--- config.mk ---
export PLATFORM = sky130hd
export DESIGN_NAME = link_poll_sched
export DESIGN_NICKNAME = d
export VERILOG_FILES = /design/src/rtl/lps_pkg.sv /design/src/rtl/lps_port_map.sv /design/src/rtl/lps_desc_sel.sv /design/src/rtl/lps_status_bank.sv /design/src/rtl/link_poll_sched.sv
export SDC_FILE = /design/constraint.sdc
export NUM_CORES = 1
export LEC_CHECK = 0
export ABC_AREA = 0
export BUFFER_PORTS_ARGS = -buffer_cell sky130_fd_sc_hd__buf_2
export CORE_AREA = 5 5 163 165
export DETAILED_ROUTE_END_ITERATION = 8
export DIE_AREA = 0 0 168 170
export PLACE_DENSITY = 0.68
export SYNTH_ARGS = -nofsm -noshare
export SYNTH_HDL_FRONTEND = slang
export SYNTH_SLANG_ARGS = --single-unit
--- constraint.sdc ---
create_clock -name clk -period 7.43 [get_ports clk]
set_input_delay 1.486 -clock clk [delete_from_list [all_inputs] [get_ports clk]]
set_output_delay 1.486 -clock clk [all_outputs]
set_load 0.1 [all_outputs]
--- src/rtl/lps_pkg.sv ---
package lps_pkg;
  localparam int BSEL_W = 2;
  localparam int NBUS   = 1 << BSEL_W;
  localparam int DATA_W = 16;

  typedef enum logic [1:0] {ST_IDLE, ST_PICK, ST_REQ, ST_RSP} st_e;

  localparam logic [1:0] STEP_LINK = 2'd0;
  localparam logic [1:0] STEP_SPD  = 2'd1;
  localparam logic [1:0] STEP_DUP  = 2'd2;
endpackage

--- src/rtl/lps_port_map.sv ---
module lps_port_map
  import lps_pkg::*;
#(
  parameter int PIDX_W = 3,
  parameter int AMAP_W = 64,
  parameter int BMAP_W = 32
) (
  input  logic [PIDX_W-1:0] port_idx,
  input  logic [AMAP_W-1:0] addr_map,
  input  logic [BMAP_W-1:0] bus_map,
  input  logic [NBUS-1:0]   c45_en,
  input  logic [NBUS-1:0]   res_en,
  output logic [4:0]        phy_addr,
  output logic [BSEL_W-1:0] bus_sel,
  output logic              c45,
  output logic              res_mode
);
  int unsigned apos, bpos;

  always_comb begin
    apos     = (32'(port_idx) / 6) * 32 + (32'(port_idx) % 6) * 5;
    bpos     = (32'(port_idx) / 16) * 32 + (32'(port_idx) % 16) * 2;
    phy_addr = addr_map[apos +: 5];
    bus_sel  = bus_map[bpos +: BSEL_W];
    c45      = c45_en[bus_sel];
    res_mode = res_en[bus_sel];
  end
endmodule

--- src/rtl/lps_desc_sel.sv ---
module lps_desc_sel
  import lps_pkg::*;
(
  input  logic [1:0]  step,
  input  logic        c45,
  input  logic        res_mode,
  input  logic [31:0] link_d,
  input  logic [31:0] speed_d,
  input  logic [31:0] dup_d,
  input  logic [31:0] res_d,
  output logic [4:0]  dev,
  output logic [15:0] regnum,
  output logic [3:0]  bidx,
  output logic        last
);
  logic [31:0] sel;
  logic        unused_bits;

  always_comb begin
    if (res_mode)               sel = res_d;
    else if (step == STEP_LINK) sel = link_d;
    else if (step == STEP_SPD)  sel = speed_d;
    else                        sel = dup_d;
    last   = res_mode | (step == STEP_DUP);
    dev    = c45 ? sel[20:16] : 5'd0;
    regnum = c45 ? sel[15:0] : {11'd0, sel[4:0]};
    bidx   = sel[24:21];
  end

  assign unused_bits = ^sel[31:25];
endmodule

--- src/rtl/lps_status_bank.sv ---
module lps_status_bank #(
  parameter int NPORT  = 8,
  parameter int PIDX_W = 3
) (
  input  logic              clk,
  input  logic              rst_n,
  input  logic              commit,
  input  logic              err_set,
  input  logic [PIDX_W-1:0] idx,
  input  logic              new_link,
  input  logic [1:0]        new_spd,
  input  logic              new_dup,
  output logic [NPORT-1:0]  link_up,
  output logic [2*NPORT-1:0] speed,
  output logic [NPORT-1:0]  full_dup,
  output logic [NPORT-1:0]  poll_err
);
  for (genvar p = 0; p < NPORT; p++) begin : g_port
    logic       hit;
    logic       lk_q, dp_q, er_q;
    logic [1:0] sp_q;

    assign hit = (idx == PIDX_W'(p));

    always_ff @(posedge clk or negedge rst_n) begin
      if (!rst_n) begin
        lk_q <= 1'b0;
        sp_q <= 2'd0;
        dp_q <= 1'b0;
      end else if (commit && hit) begin
        lk_q <= new_link;
        sp_q <= new_spd;
        dp_q <= new_dup;
      end
    end

    always_ff @(posedge clk or negedge rst_n) begin
      if (!rst_n)                er_q <= 1'b0;
      else if (err_set && hit)   er_q <= 1'b1;
      else if (commit && hit)    er_q <= 1'b0;
    end

    assign link_up[p]        = lk_q;
    assign speed[2*p +: 2]   = sp_q;
    assign full_dup[p]       = dp_q;
    assign poll_err[p]       = er_q;
  end
endmodule

--- src/rtl/link_poll_sched.sv ---
module link_poll_sched
  import lps_pkg::*;
#(
  parameter  int NPORT  = 8,
  parameter  int IDLE_W = 16,
  localparam int PIDX_W = (NPORT > 1) ? $clog2(NPORT) : 1,
  localparam int AMAP_W = ((NPORT + 5) / 6) * 32,
  localparam int BMAP_W = ((NPORT + 15) / 16) * 32
) (
  input  logic                 clk,
  input  logic                 rst_n,
  input  logic                 poll_en,
  input  logic [NPORT-1:0]     port_en,
  input  logic [AMAP_W-1:0]    addr_map,
  input  logic [BMAP_W-1:0]    bus_map,
  input  logic [31:0]          glb_ctrl,
  input  logic [31:0]          link_desc,
  input  logic [31:0]          speed_desc,
  input  logic [31:0]          dup_desc,
  input  logic [31:0]          res_desc,
  input  logic [IDLE_W-1:0]    idle_cycles,
  output logic [NBUS-1:0]      req_valid,
  input  logic [NBUS-1:0]      req_ready,
  output logic                 req_c45,
  output logic [4:0]           req_phy,
  output logic [4:0]           req_dev,
  output logic [15:0]          req_reg,
  input  logic [NBUS-1:0]      rsp_valid,
  input  logic [NBUS-1:0]      rsp_err,
  input  logic [NBUS*DATA_W-1:0] rsp_data,
  output logic [NPORT-1:0]     link_up,
  output logic [2*NPORT-1:0]   speed,
  output logic [NPORT-1:0]     full_dup,
  output logic [NPORT-1:0]     poll_err
);
  localparam logic [PIDX_W-1:0] LAST_PORT = PIDX_W'(NPORT - 1);

  // reset: asynchronous assert, synchronous release
  logic [1:0] rsync_q;
  logic       rst_i_n;
  always_ff @(posedge clk or negedge rst_n) begin
    if (!rst_n) rsync_q <= 2'b00;
    else        rsync_q <= {rsync_q[0], 1'b1};
  end
  assign rst_i_n = rsync_q[1];

  st_e               st_q, st_d;
  logic [PIDX_W-1:0] port_q, port_d;
  logic [1:0]        step_q, step_d;
  logic [IDLE_W-1:0] cnt_q, cnt_d;
  logic              tl_q, tl_d;
  logic [1:0]        ts_q, ts_d;

  logic [4:0]        phy_addr;
  logic [BSEL_W-1:0] bus_sel;
  logic              c45, res_mode, last;
  logic [4:0]        dev;
  logic [15:0]       regnum;
  logic [3:0]        bidx, b1, b2, b3;
  logic [DATA_W-1:0] rd;
  logic              hit, commit, err_set;
  logic              new_link, new_dup;
  logic [1:0]        new_spd;
  logic              unused_glb;

  assign unused_glb = ^{glb_ctrl[31:24], glb_ctrl[15:0]};

  lps_port_map #(.PIDX_W(PIDX_W), .AMAP_W(AMAP_W), .BMAP_W(BMAP_W)) u_map (
    .port_idx(port_q), .addr_map(addr_map), .bus_map(bus_map),
    .c45_en(glb_ctrl[16 +: NBUS]), .res_en(glb_ctrl[20 +: NBUS]),
    .phy_addr(phy_addr), .bus_sel(bus_sel), .c45(c45), .res_mode(res_mode)
  );

  lps_desc_sel u_desc (
    .step(step_q), .c45(c45), .res_mode(res_mode),
    .link_d(link_desc), .speed_d(speed_desc), .dup_d(dup_desc), .res_d(res_desc),
    .dev(dev), .regnum(regnum), .bidx(bidx), .last(last)
  );

  assign rd  = rsp_data[{bus_sel, 4'd0} +: DATA_W];
  assign hit = rsp_valid[bus_sel];
  assign b1  = bidx + 4'd1;
  assign b2  = bidx + 4'd2;
  assign b3  = bidx + 4'd3;

  always_comb begin
    new_link = res_mode ? rd[bidx] : tl_q;
    new_dup  = res_mode ? rd[b1]   : rd[bidx];
    new_spd  = res_mode ? {rd[b3], rd[b2]} : ts_q;
  end

  // next-state logic
  always_comb begin
    st_d    = st_q;
    port_d  = port_q;
    step_d  = step_q;
    cnt_d   = cnt_q;
    tl_d    = tl_q;
    ts_d    = ts_q;
    commit  = 1'b0;
    err_set = 1'b0;
    unique case (st_q)
      ST_IDLE: begin
        if (!poll_en) cnt_d = '0;
        else if (cnt_q == idle_cycles) begin
          st_d   = ST_PICK;
          port_d = '0;
          cnt_d  = '0;
        end else cnt_d = cnt_q + 1'b1;
      end
      ST_PICK: begin
        if (!poll_en)                 st_d = ST_IDLE;
        else if (port_en[port_q]) begin
          st_d   = ST_REQ;
          step_d = STEP_LINK;
        end else if (port_q == LAST_PORT) st_d = ST_IDLE;
        else                          port_d = port_q + 1'b1;
      end
      ST_REQ: begin
        if (!poll_en)                 st_d = ST_IDLE;
        else if (req_ready[bus_sel])  st_d = ST_RSP;
      end
      ST_RSP: begin
        if (hit) begin
          if (rsp_err[bus_sel] || last) begin
            err_set = rsp_err[bus_sel];
            commit  = !rsp_err[bus_sel];
            if (port_q == LAST_PORT) st_d = ST_IDLE;
            else begin
              port_d = port_q + 1'b1;
              st_d   = ST_PICK;
            end
          end else begin
            if (step_q == STEP_LINK) tl_d = rd[bidx];
            else                     ts_d = {rd[b1], rd[bidx]};
            step_d = step_q + 1'b1;
            st_d   = ST_REQ;
          end
        end
      end
      default: st_d = ST_IDLE;
    endcase
  end

  // state registers
  always_ff @(posedge clk or negedge rst_i_n) begin
    if (!rst_i_n) begin
      st_q   <= ST_IDLE;
      port_q <= '0;
      step_q <= STEP_LINK;
      cnt_q  <= '0;
      tl_q   <= 1'b0;
      ts_q   <= 2'd0;
    end else begin
      st_q   <= st_d;
      port_q <= port_d;
      step_q <= step_d;
      cnt_q  <= cnt_d;
      tl_q   <= tl_d;
      ts_q   <= ts_d;
    end
  end

  assign req_valid = (st_q == ST_REQ && poll_en) ? (NBUS'(1) << bus_sel) : '0;
  assign req_c45   = c45;
  assign req_phy   = phy_addr;
  assign req_dev   = dev;
  assign req_reg   = regnum;

  lps_status_bank #(.NPORT(NPORT), .PIDX_W(PIDX_W)) u_bank (
    .clk(clk), .rst_n(rst_i_n), .commit(commit), .err_set(err_set), .idx(port_q),
    .new_link(new_link), .new_spd(new_spd), .new_dup(new_dup),
    .link_up(link_up), .speed(speed), .full_dup(full_dup), .poll_err(poll_err)
  );
endmodule

### Word level (Yosys, flattened, before mapping)

Index checks and enable logic that the tools add are counted.

* register bits: 68
* latch bits: 0
* RAM bits: 0
* bits in read-only memories: 0
* output and inout bits: 71
* memories kept: 0

* $add $sub $neg: 7
* multipliers: 1
* divide/modulo/power cells: 2
* magnitude comparators: 6
* eq/ne operators: 23
* shift-type cells: 4
* multiplexer cells: 77
* bitwise logic cells: 3
* reduce and logical (&&, ||, !) cells: 37

Operators by type and width (number)
* $mux 25: 3
* $shiftx 64x33->5: 1
* $shiftx 64x7->16: 1
* $mux 16: 3
* $mux 1: 35
* $add 32x32->32: 1
* $div 3x3->32 const B: 1
* $mod 3x3->32 const B: 1
* $mul 32x3->32 const B: 1
* $shiftx 32x5->2: 1
* $mux 2: 14
* $mux 3: 7
* $lt 4x5->1 const B: 4
* $reduce_bool 2->1: 9
* $logic_and 1x1->1: 17
* $add 16x1->16 const B: 1
* $bmux 1 s4: 4
* $eq 16x16->1: 1
* $ne 2x2->1 const B: 8
* $eq 3x3->1 const B: 4
* $bmux 1 s2: 5
* $reduce_and 5->1: 2
* $pmux 3 s3: 1
* $add 4x2->4 const B: 2
* 26 further kinds: 33

### Longest topological paths before layout

Gate-level depths: netlist of the first run.

* depth in word-level cells: 11
* mapped depth: 21

### Modules after synthesis

From an unflattened synthesis of the first run, not the netlist that was laid out.

* cell total of the unflattened synthesis: 908
* area total of the unflattened synthesis: 8536.9 um^2

Modules (own cells, without submodules)
* link_poll_sched: instances 1, cells an instance 332, area each 3158.0 um^2
* lps_port_map: instances 1, cells an instance 331, area each 2690.1 um^2
* lps_status_bank: instances 1, cells an instance 124, area each 1788.0 um^2
* lps_desc_sel: instances 1, cells an instance 121, area each 900.9 um^2

### Least setup slack after synthesis of the first run

Ideal clock, no wire load.

* kind: reg-to-output
* from: reg port_q[0]
* to: out req_phy[4]
* arrival: 6.194 ns
* data required time: 5.944 ns
* slack: -0.250 ns
* stages on the path, launching flop included: 22
* buffers on the path: 7
* path through: dfrtp_1 buf_6 buf_2 inv_2 buf_1 clkbuf_1 ha_1 clkbuf_1 nand2_1 nor2_1 ha_1 a21bo_2 a21oi_1 or2_2 clkbuf_1 clkbuf_1 a21oi_1 a21oi_1 o21ai_0 a211oi_1 a31oi_1 o21ai_0

* longest elaborated chain between the ends: 4

Ends and longest elaborated chain
* start, declared: RTL line link_poll_sched.sv:48 `logic [PIDX_W-1:0] port_q, port_d;`
* start signal, assigned: RTL line link_poll_sched.sv:156 `port_q <= port_d;`
* $mod 3x3->32: RTL line lps_port_map.sv:21 `apos = (32'(port_idx) / 6) * 32 + (32'(port_idx) % 6) * 5;`
* $mul 32x3->32: RTL line lps_port_map.sv:21
* $add 32x32->32 *: RTL line lps_port_map.sv:21
* $shiftx 64x33->5 *: RTL line lps_port_map.sv:23 `phy_addr = addr_map[apos +: 5];`
* end, declared: RTL line link_poll_sched.sv:25 `output logic [4:0] req_phy,`

Every way passes the cells marked *; elsewhere a longest branch is shown, timed or not.

### Worst setup path in the final report of the first run

* from: reg port_q[1]
* to: out req_phy[3]

Same word-level chain as after synthesis.

==> results of run 1 <==
layout make-up:
class                   instances  area share [%]
clock buffers                  10            2.12
clock inverters                 6           0.833
inverters                      18           0.625
multi-input cells             847            59.3
flip-flops and latches         68            15.8
well taps                     330            3.82
repair buffers                372            17.6
cells in the mapped netlist (18+ instances only):
master,count,area (µm²)
a21oi_1,66,330
and3_1,25,156
buf_4,27,203
clkbuf_1,46,173
dfrtp_1,68,1700
ha_1,18,225
mux2_1,18,203
mux2i_1,149,1490
mux4_2,33,743
nand2_1,129,484
nand3_1,37,185
nor2_1,60,225
o21ai_0,81,405
xnor2_1,21,184
through the flow:
step / std cells / worst slack, ns / hold WS [ns] / utilization (%) / instance area, µm²
6_report: 1651 / 1.23 / 0.351 / 43.4 / 10800
5_1_grt: 1651 / 0.926 / 0.366 / 43.4 / 10800
2_1_floorplan: 1032 / 0.333 / 0.331 / - / 8700
3_3_place_gp: 1635 / 1.20 / 0.336 / 42.2 / 10500
3_5_place_dp: 1635 / 1.08 / 0.339 / 42.2 / 10500
4_1_cts: 1651 / 1.31 / 0.354 / 43.4 / 10800
worst max-delay path by stage:
stage	startpoint	end	slack, ns	cells after the start
finish	port_q[1]	req_phy[3]	1.23	16
global route	port_q[1]	req_phy[3]	0.93	16
CTS	port_q[1]	req_phy[3]	1.31	16
detailed placement	bus_map[3]	u_bank.g_port[5].sp_q[1]	1.08	15
global placement	bus_map[7]	u_bank.g_port[5].sp_q[1]	1.20	15
floorplan	port_q[0]	req_phy[1]	0.33	15
logic make-up after synthesis:
kind of cell               Yosys count  share of synthesized area (%)
AOI/OAI and AO/OA                  255                           19.6
xor gates and xnor gates            25                           2.52
adders and majority gates           18                           2.59
buffers and inverters              117                           7.10
DFF                                 68                           19.6
muxes                              213                           29.7
other                                1                         0.0431
and+or+nand+nor                    335                           18.8
registers in the layout, summed over array words and instances, names as in the netlist:
signal and flops:
step_q 2, st_q 2, rsync_q 2, u_bank.g_port.dp_q 8
u_bank.g_port.sp_q 16, u_bank.g_port.lk_q 8, cnt_q 16, port_q 3
u_bank.g_port.er_q 8, tl_q 1, ts_q 2
per-layer routing:
layer  part of all wire, %  vias to the layer above  wire, µm
met2                    49                      340     14600
met1                    43                     4330     12900
met5                     0                        -         0
met4                   2.3                        0       706
met3                   6.2                       50      1870
li1                      -                     4403         -
worst max-delay path: stages (launching register included):
cell	delay (ns)
dfrtp_1	0.89
ha_1	0.54
nand2_1	0.20
nor2_1	0.17
ha_1	0.31
a21bo_2	0.21
a21oi_1	0.16
nor2_1	0.06
buf_4	0.20
o21ai_0	0.28
a221oi_1	0.12
o31ai_1	0.24
a22oi_1	0.14
nor2_1	0.12
a311oi_1	0.06
o21ai_1	0.22
buf_2	0.46
==> metrics.cfg, run 1 <==
[run_status]
status = completed

[sta]
setup_viol = 0
finalCritPeriodShare_pct = 83.4
finalHoldViolCount = 0
fmax_mhz = 161
fin_setup_tns_ns = 0
min_period_ns = 6.20
rsz0062_at_grt = no
skew_ns = 0.00680
timing.slew.headroom_pct = 32.1
worstMarginPinSlew_ns = 1.02
slew_violations = 0

[setup_path]
path_max_fanout = 19
required_ns = 5.94
r2r_cells = 14
r2r_slack_ns = 1.46
end_kind = output port
worstPathArrival_ns = 4.71
critPathKind = register to output port
r2r_end = u_bank.g_port[5].sp_q[1]
r2r_start = port_q[1]
startpoint_type = register

[global_route]
grt_overflow_total = 0
grt_start_max_net_pins = 70
grt_pass1_wl_um = 46700
antenna_found_initial = 0
grtUsageMet2_pct = 33.1
top_usage_layer = met2
met1_usage_pct = 26.2
use_met3_pct = 3.28
track_usage_pct = 19.7
grt_pass1_vias = 8959

[floorplan]
ios = 430
die-area_um2 = 28600
start_util_pct = 35.0
die_x_um = 168
rows = 58
die_y_um = 170
core_um2 = 24900

[drt]
antenna_left = 0
drcViolationCount = 0
drt_iter0_markers = 572
vias_per_cell = 5.53
drt_wl_total_um = 30100
dr.pass1.iters = 5
num_vias = 9123
drt-wirelength-per-cell_um = 18.2

[hold_path]
holdPathEnd = rsync_q[1]
whs_path_depth = 0
hold_path_startpoint = rsync_q[0]
hold_path.class = register to register

[clock_network]
cts-buffers-inserted = 9
post-cts-setup-buffers = 0
cts_resized = 0
clk_pin_slew_ns = 0.06
clk_latency_ns = 0.32
max-clock-path-buffers = 2
cts_hold_buf = 0
cts_tree = yes
root_buffer = clkbuf_16
htreeDepth = 3
cts_sinks = 68

[finish]
layout-drive-gt1-share_pct = 36.8
final_common_cell = buf_2
areaGrowthSynthToFinish_pct = 24.3
multiInputGateArea_um2 = 6410
seq_area_um2 = 1700
num_antenna_cells = 0
fillerInstances = 2487
num-nets-final = 1693
final_cell_mix = buf_2 (361), mux2i_1 (149), nand2_1 (128)

[synthesis]
synth_warnings = 0
synthDistinctLibCells = 76
syn_nets = 1409
postSynthCellCount = 1032
syn_area_um2 = 8700
synth_edf_count = 0
async_flop_share_pct = 100
ys_ff_latch = 68
avgSynthCellArea_um2 = 8.43
ys.flop_type = dfrtp_1
ys_seq_area_share_pct = 19.6

[placement]
dp.final_hpwl_um = 24200
gp_congestion = 0.911
portBuffers = 361

[run]
drv_cap = 0

Power of run 1 is left out: the tool's default activity adds up to more than one toggle a clock period on the data nets, which glitch-free logic cannot reach.
==> run 2: changes to the inputs <==
Settings changed: ABC_AREA 0 to 1, PLACE_DENSITY 0.68 to 0.71.
Clock period 7.43 ns to 5.3 ns, I/O delays scaled along.
==> run 2 against run 1 <==
Against the previous run: area after synthesis grew 1.1%; register-to-register slack lost 0.73 ns; hold slack gained 0.0097 ns; core utilization is 1.6 points higher; cell count grew 31%; wire length up 21%; sequential cell count is the same; clock-buffer cell count unchanged; critical endpoint is now req_phy[4]; largest cell class unchanged.
==> metrics.cfg, run 2 <==
[finish]
fillerInstances = 2647  ; was 2,487
areaGrowthSynthToFinish_pct = 27.5  ; was 24.3%
num-nets-final = 2201  ; was 1,693
num_antenna_cells = 0  ; unchanged
final_cell_mix = nand2_1 (539), buf_2 (356), nand3_1 (182)  ; was buf_2 (361), mux2i_1 (149), nand2_1 (128)
reg_top3 = cnt_q (16), u_bank.g_port.sp_q (16)  ; unchanged
layoutNonFillerInstCount = 2159  ; was 1,651
final_common_cell = nand2_1  ; was buf_2
layout-drive-gt1-share_pct = 26.9  ; was 36.8%

[global_route]
grt_start_max_net_pins = 76  ; was 70
track_usage_pct = 24.1  ; was 19.7%
top_usage_layer = met2  ; unchanged
grt_overflow_total = 0  ; unchanged
met1_usage_pct = 31.9  ; was 26.2%
grt_pass1_wl_um = 56600  ; was 46,700 µm
grt_pass1_vias = 10900  ; was 8,959
antenna_found_initial = 1  ; was 0
grtUsageMet2_pct = 39.5  ; was 33.1%
use_met3_pct = 4.20  ; was 3.28%

[clock_network]
cts_tree = yes  ; unchanged
root_buffer = clkbuf_16  ; unchanged
max-clock-path-buffers = 2  ; unchanged
post-cts-setup-buffers = 0  ; unchanged
htreeDepth = 3  ; unchanged
cts_hold_buf = 0  ; unchanged
cts-buffers-inserted = 9  ; unchanged
clk_latency_ns = 0.33  ; was 0.32 ns
cts_sinks = 68  ; unchanged
clk_pin_slew_ns = 0.06  ; about the same

[drt]
antenna_left = 0  ; unchanged
dr.pass1.iters = 6  ; was 5
drt_iter0_markers = 1133  ; was 572
drt_wl_total_um = 36300  ; was 30,100 µm
drt-wirelength-per-cell_um = 16.8  ; was 18.2 µm
drcViolationCount = 0  ; unchanged
vias_per_cell = 5.27  ; was 5.53
num_vias = 11400  ; was 9,123

[run_status]
status = completed  ; unchanged

[setup_path]
cp_top_family = simple AND/OR/NAND/NOR gates  ; was compound AO/OA/AOI/OAI gates
critPathKind = register to output port  ; unchanged
end_kind = output port  ; unchanged
worstPathArrival_ns = 3.90  ; was 4.71 ns
worstPathBufferInverterCount = 3  ; was 2
cpMostUsedCell = nand2_1  ; was nor2_1
required_ns = 4.24  ; was 5.94 ns
crit_chain = inv_4, nor2_4, ha_1, ha_1, ha_1, nand3_1, nand2_1, o21ai_1, nand2_2, buf_4, nor2_1, nand2_1, o21ai_0, nand2_1, o21ai_0, nand2_1, nand2_1, a21oi_1, nand2_1, nand2_1, nand2_1, nand3_1, nand2_1, buf_12  ; was ha_1, nand2_1, nor2_1, ha_1, a21bo_2, a21oi_1, nor2_1, buf_4, o21ai_0, a221oi_1, o31ai_1, a22oi_1, nor2_1, a311oi_1, o21ai_1, buf_2
slowest_delay_ns = 0.49  ; was 0.89 ns
slowest_stage = dfrtp_2  ; was dfrtp_1
startpoint_type = register  ; unchanged
path_max_fanout = 27  ; was 19

[hold_path]
hold_path.class = register to register  ; unchanged

[sta]
skew_ns = 0.00463  ; was 0.00680 ns
setup_viol = 0  ; unchanged
finalHoldViolCount = 0  ; unchanged
min_period_ns = 4.96
timing.slew.headroom_pct = 14.1  ; was 32.1%
rsz0062_at_grt = no  ; unchanged
fmax_mhz = 202
finalCritPeriodShare_pct = 93.5
slew_violations = 0  ; unchanged
worstMarginPinSlew_ns = 1.28  ; was 1.02 ns

[synthesis]
postSynthCellCount = 1523  ; was 1,032
synth_warnings = 0  ; unchanged
avgSynthCellArea_um2 = 5.78  ; was 8.43 µm²
yosysMostFrequentCell = nand2_1  ; was mux2i_1
synth.area.top_cells = nand2_1 (23%), dfrtp_1 (19%), nand3_1 (10%)  ; was dfrtp_1 (20%), mux2i_1 (17%), mux4_2 (8.5%)
ys_seq_area_share_pct = 19.3  ; was 19.6%
yosysTopAreaCellShare_pct = 23.0  ; was 19.6%
synthMuxAreaShare_pct = 1.36  ; was 29.7%
ys_ff_latch = 68  ; unchanged
syn_nets = 1900  ; was 1,409
synth_top_family_by_area = simple AND/OR/NAND/NOR gates  ; was multiplexers
synthDistinctLibCells = 57  ; was 76
synth_top_area_cell = nand2_1  ; was dfrtp_1
yosys-top-cells-count = nand2_1 (540), nand3_1 (182), inv_1 (144)  ; was mux2i_1 (149), nand2_1 (129), o21ai_0 (81)
synthAdderAreaFrac_pct = 2.56  ; was 2.59%
synth_edf_count = 0  ; unchanged
async_flop_share_pct = 100  ; unchanged
syn_area_um2 = 8800  ; was 8700 µm²
synth_xor_area_share_pct = 1.39  ; was 2.52%
ys.flop_type = dfrtp_1  ; unchanged
yosys.area_share.simple_pct = 43.3  ; was 18.8%
synth_compound_area_share_pct = 18.7  ; was 19.6%

[placement]
portBuffers = 361  ; unchanged
gp_congestion = 1.03  ; was 0.911
place_inst = 2143  ; was 1,635
dp.final_hpwl_um = 29100  ; was 24,200 µm

[floorplan]
rows = 58  ; unchanged
ios = 430  ; unchanged
start_util_pct = 35.4  ; was 35.0%
die-area_um2 = 28600  ; unchanged
die_x_um = 168  ; unchanged
core_um2 = 24900  ; unchanged
die_y_um = 170  ; unchanged

[run]
drv_cap = 0  ; unchanged

[run 2: cells by family (layout without fill, tap and decap cells)]
kind of cell,count (synthesis),after routing
adder cells (fa/ha/maj),18,18
buffers and inverters,264,570
XOR/XNOR,14,14
AO/OA/AOI/OAI,274,274
multiplexers,12,12
other,1,1
AND/OR/NAND/NOR,872,872
flip-flops,68,68
[run 2: worst paths after layout]
check	start	end	slack (ns)	cells after the start
worst max-delay path	port_q[2]	req_phy[4]	0.34	24
worst min-delay path	rsync_q[0]	rsync_q[1]	0.36	0
worst max register to register	port_q[0]	u_bank.g_port[7].sp_q[1]	0.73	24
worst min register to register	rsync_q[0]	rsync_q[1]	0.36	0
max in group asynchronous	rsync_q[1]	port_q[0]	4.26	1
min in group asynchronous	rsync_q[1]	u_bank.g_port[0].sp_q[0]	0.45	1
[run 2: final cells by class]
cell class / count / area [µm²] / share of cell area (%)
clock buffers: 10 / 239 / 2.13
well taps: 330 / 413 / 3.68
flip-flops and latches: 68 / 1710 / 15.2
inverters: 165 / 637 / 5.68
clock inverters: 6 / 63.8 / 0.569
repair buffers: 389 / 2090 / 18.6
multi-input cells: 1191 / 6070 / 54.1
[run 2: repair_timing]
action / 4_1_cts / 5_1_grt
gates resized for setup: 1 / 10
endpoints found under the setup margin: 2 / 5
pin swaps: 0 / 0
[run 2: through the flow]
step	TNS, ns	hold WS [ns]	worst slack, ns	util [%]	instance area (µm²)
6_report	0	0.360	0.342	45.1	11200
5_1_grt	0	0.374	0.0187	45.1	11200
4_1_cts	0	0.365	0.0312	45.0	11200
3_5_place_dp	0	0.339	0.336	43.8	10900
3_3_place_gp	0	0.340	0.434	43.8	10900
2_1_floorplan	-0.523	0.331	-0.219	-	8930
[run 2: layer usage]
layer	wire length [µm]	vias to the layer above	part of all wire, %
li1	-	5569	-
met1	14900	5208	41
met2	17000	519	47
met3	2920	79	8.1
met4	1440	2	4.0
met5	7	-	0.019
Power of run 2 is left out for the same reason.
